$ cat src/rtl/irq_rank_resolver.sv
module irq_rank_resolver #(
  parameter int LINES        = 8,
  parameter int CASCADE_LINE = 2,
  parameter bit IS_MASTER    = 1'b1
) (
  input  logic                     clk,
  input  logic                     rst_n,
  input  logic [LINES-1:0]         req_in,
  input  logic [LINES-1:0]         mask,
  input  logic [LINES-1:0]         trig_level,
  input  logic                     base_wr,
  input  logic [$clog2(LINES)-1:0] base_val,
  input  logic                     auto_eoi,
  input  logic                     rot_on_aeoi,
  input  logic                     sfnm,
  input  logic [LINES-1:0]         isr_clr,
  input  logic                     ack,
  output logic                     irq_out,
  output logic [$clog2(LINES)-1:0] ack_line,
  output logic [LINES-1:0]         irr_q,
  output logic [LINES-1:0]         isr_q,
  output logic [$clog2(LINES)-1:0] base_q
);
  localparam int RW    = $clog2(LINES);
  localparam int RANKW = RW + 1;
  localparam logic [RW-1:0]    SPUR_LINE = RW'(LINES - 1);
  localparam logic [RANKW-1:0] NO_RANK   = RANKW'(LINES);

  function automatic logic [RANKW-1:0] rank_of(input logic [LINES-1:0] v,
                                               input logic [RW-1:0] b);
    logic [RANKW-1:0] r;
    r = NO_RANK;
    for (int i = LINES - 1; i >= 0; i--)
      if (v[RW'(i) + b]) r = RANKW'(i);
    return r;
  endfunction

  logic [LINES-1:0] last_q;
  logic [LINES-1:0] pend, isr_eff, cas_mask, rise, take_vec;
  logic [RANKW-1:0] p_rank, c_rank;
  logic [RW-1:0]    win_line;
  logic             win, take;

  assign pend     = irr_q & ~mask;
  assign cas_mask = (IS_MASTER && sfnm) ? (LINES'(1) << CASCADE_LINE) : '0;
  assign isr_eff  = isr_q & ~cas_mask;
  assign p_rank   = rank_of(pend, base_q);
  assign c_rank   = rank_of(isr_eff, base_q);
  assign win      = p_rank < c_rank;
  assign win_line = p_rank[RW-1:0] + base_q;
  assign irq_out  = win;
  assign ack_line = win ? win_line : SPUR_LINE;
  assign take     = ack && win;
  assign take_vec = take ? (LINES'(1) << win_line) : '0;
  assign rise     = req_in & ~last_q;

  always_ff @(posedge clk or negedge rst_n) begin
    if (!rst_n) begin
      irr_q  <= '0;
      last_q <= '0;
      isr_q  <= '0;
      base_q <= '0;
    end else begin
      last_q <= req_in;
      irr_q  <= (trig_level & req_in)
              | (~trig_level & ((irr_q & ~take_vec) | rise));
      isr_q  <= (isr_q & ~isr_clr) | ((take && !auto_eoi) ? take_vec : '0);
      if (take && auto_eoi && rot_on_aeoi)
        base_q <= win_line + 1'b1;
      else if (base_wr)
        base_q <= base_val;
    end
  end

  AST_EDGE_KEEP: assert property (@(posedge clk) disable iff (!rst_n)
    1'b1 |=> ($past(irr_q & ~trig_level & ~take_vec) & ~irr_q) == '0);
  AST_LEVEL_TRACK: assert property (@(posedge clk) disable iff (!rst_n)
    1'b1 |=> ((irr_q ^ $past(req_in)) & $past(trig_level)) == '0);
  AST_WIN_PENDING: assert property (@(posedge clk) disable iff (!rst_n)
    irq_out |-> (irr_q[ack_line] && !mask[ack_line]));
  AST_ISR_SET: assert property (@(posedge clk) disable iff (!rst_n)
    (ack && irq_out && !auto_eoi) |=> isr_q[$past(ack_line)]);
  AST_AEOI_ROT: assert property (@(posedge clk) disable iff (!rst_n)
    (ack && irq_out && auto_eoi && rot_on_aeoi) |=> base_q == RW'($past(ack_line) + 1'b1));
  AST_SPUR_QUIET: assert property (@(posedge clk) disable iff (!rst_n)
    (ack && !irq_out) |=> isr_q == $past(isr_q & ~isr_clr));
endmodule

$ cat config.mk
export PLATFORM = sky130hd
export DESIGN_NAME = irq_rank_resolver
export DESIGN_NICKNAME = d
export VERILOG_FILES = /design/src/rtl/irq_rank_resolver.sv
export SDC_FILE = /design/constraint.sdc
export NUM_CORES = 1
export LEC_CHECK = 0
export CAP_MARGIN = 10
export CELL_PAD_IN_SITES_DETAIL_PLACEMENT = 0
export CELL_PAD_IN_SITES_GLOBAL_PLACEMENT = 2
export CORE_ASPECT_RATIO = 0.5
export CORE_UTILIZATION = 40
export DETAILED_ROUTE_END_ITERATION = 16
export DONT_BUFFER_PORTS = 1
export PLACE_DENSITY_LB_ADDON = 0.1
export SYNTH_ARGS = -nofsm -noshare
export SYNTH_HDL_FRONTEND = slang
export SYNTH_SLANG_ARGS = --single-unit
$ cat constraint.sdc
create_clock -name clk -period 5.25 [get_ports clk]
set_input_delay 0.2625 -clock clk [delete_from_list [all_inputs] [get_ports clk]]
set_output_delay 0.2625 -clock clk [all_outputs]
set_load 0.05 [all_outputs]
==> run metrics <==
relative slew slack=47.1%; share of synthesized cell area in and, or, nand and nor gates=16.5%; Yosys top cell area share=28.1%; Pre-Repair DR Iteration Count=4; DRC Markers=0; Netlist cell types=43; Syn Inst Count=225; fraction of layout cells with a size suffix above 1=17.1%; critical path type=reg2out; final wirelength=6.22 mm; Post-CTS Resized=0; Port Buffers=0; mux contribution to synthesized area=23.6%; final hold slack=25.4 ps; Starting Density=42.7%; worst path cell trace=buf_4 -> ha_1 -> xor2_2 -> mux4_2 -> nor2_1 -> o21ai_0 -> a31oi_1 -> ha_1 -> o21a_1 -> o21ai_0 -> nand2b_1 -> a21boi_0 -> a211oi_4 -> nand2_1 -> buf_4; IO Count=65; placed cells=301; register area share after synthesis=28.1%; FP Rows=19; Compound-Gate Fraction of Synth Area=17.0%; CTS max path bufs=2; CP Max Fanout=22; syn_nets=279; die area=0.00635 mm^2; status=finished, final reports clean; GR Overflow Total=0; Worst EP required=4990 ps; GRT Total Usage=20.6%; post-CTS setup buffer count=0; core area=0.00563 mm^2; post-route insts no fill=307; fin crit share=92.9%; mapped cell area=0.00241 mm^2; Slowest-stage cell, CP=a211oi_4; Synth Area in XOR/XNOR=3.33%; Die Wd=112 um; Yosys top cell by area=dfrtp_1; vias in the first global route=1859; most common cell after layout, fill and taps aside=dfrtp_1; Via-to-Cell Ratio=5.90; Hold Vio Cnt, Final=0; cts bufs inserted=3; ys async rst share=100%; prevailing post-synth register cell=dfrtp_1; Worst-Margin Slew=786 ps; Synth Register Bits=27; clock transition at the registers of the reported paths=70 ps; drt first-iter violations=92; antenna violations before repair=0; via count=1810; unrepaired setup endpoints after global routing=false; ant diodes=0; H-tree levels=1; Setup crit start kind=flop; delay-heaviest family, CP=compound AO/OA/AOI/OAI gates; Post-Synth Adder-Cell Area=6.55%; final-report setup violation count=0; Post-synth EDFFs=0; clk_lat worst skew=260 ps; mean routed wirelength per cell=20.3 um; die height=56.8 um; Worst setup EP type=output pin; CP arrival=4620 ps; commonest non-fill, non-tap cells in the layout=27 x dfrtp_1, 20 x nor2b_1, 18 x nand2b_1; Hold/Removal Path Class=in2reg; Antenna Violating Nets Remaining=0; Slew Viols, Final=0; FMAX=205 MHz; gpl congestion=0.747; largest family of logic cells by synthesized area=multiplexers; post-layout min period=4880 ps; DP HPWL=4.99 mm; Root Buffer=clkbuf_16; first-pass GRT wire length=10.1 mm; CP max stage delay=600 ps; Synthesis Warnings=0; Final #Nets=289; synth top area cells=dfrtp_1 28%, mux4_2 10%, ha_1 5.7%; fin area=0.00262 mm^2; Layout Skew=1.78 ps; Area Overhead vs Synth=9.05%; setup_tns=0 ps; area post-placement=0.00251 mm^2; CP bufs+invs=2; CTS tree=yes; largest net degree at the start of global routing=28; # clock sinks=27; Filler cells=536; Max Cap Violations=0; syn_area_per_cell=10.7 um^2
==> layout make-up <==
cell class	instances	area (um^2)	area share, %
Multi-Input combinational cell	175	1610	61.4
Sequential cell	27	676	25.8
Timing Repair Buffer	12	105	4.01
Inverter	16	62.6	2.38
Clock buffer	4	78.8	3.00
Tap cell	73	91.3	3.48
==> kinds of logic (layout without fill, tap and decap cells) <==
group / count (synthesis) / after routing
simple gates: 69 / 69
compound gates: 56 / 56
mux: 34 / 34
flops: 27 / 27
buf+inv: 23 / 32
fa+ha+maj: 12 / 12
xor+xnor: 4 / 4
==> repair_timing <==
| item | CTS | global route |
|---|---|---|
| hold endpoints to repair | 27 | 0 |
| hold buffers | 2 | 0 |
| endpoints found under the setup margin | 0 | 0 |
==> routing by layer <==
| metal | share of wire, % | up-vias | track usage (%) |
|---|---|---|---|
| met5 | 0 | - | 0 |
| met4 | 0.16 | 0 | 1.74 |
| met3 | 6.1 | 2 | 4.21 |
| met2 | 45 | 48 | 32.0 |
| met1 | 49 | 907 | 30.5 |
| li1 | - | 853 | - |
==> sequential cells by signal, summed over array words and instances, names as in the netlist <==
| signal | count |
|---|---|
| base_q | 3 |
| irr_q | 8 |
| isr_q | 8 |
| last_q | 8 |
==> path summary, 6_finish.rpt <==
kind / start / depth (start not counted) / slack (ps) / end
setup reg to reg: base_q[0] / 14 / 680 / isr_q[0]
max in group asynchronous: rst_n / 2 / 4660 / irr_q[6]
hold / removal: req_in[7] / 0 / 30 / last_q[7]
min in group asynchronous: rst_n / 2 / 430 / isr_q[7]
setup / recovery: base_q[0] / 15 / 370 / ack_line[0]
hold reg to reg: last_q[4] / 3 / 610 / irr_q[4]
==> metrics by stage <==
stage	setup slack [ps]	util, %
finish	371	46.6
global route	56.7	46.6
CTS	360	46.6
detailed placement	666	44.6
global placement	813	44.6
floorplan	260	-
==> synthesized netlist by cell type, types with 7 or more instances <==
cell	number
dfrtp_1	27
nand2_1	13
o21ai_0	8
mux4_2	11
nand2b_1	18
mux2i_1	12
a32o_1	7
ha_1	11
nor2b_1	20
inv_1	14
a21oi_1	16
a31oi_1	9
Power is left out: the tool's default activity adds up to more than one toggle a clock period on the data nets, which glitch-free logic cannot reach.
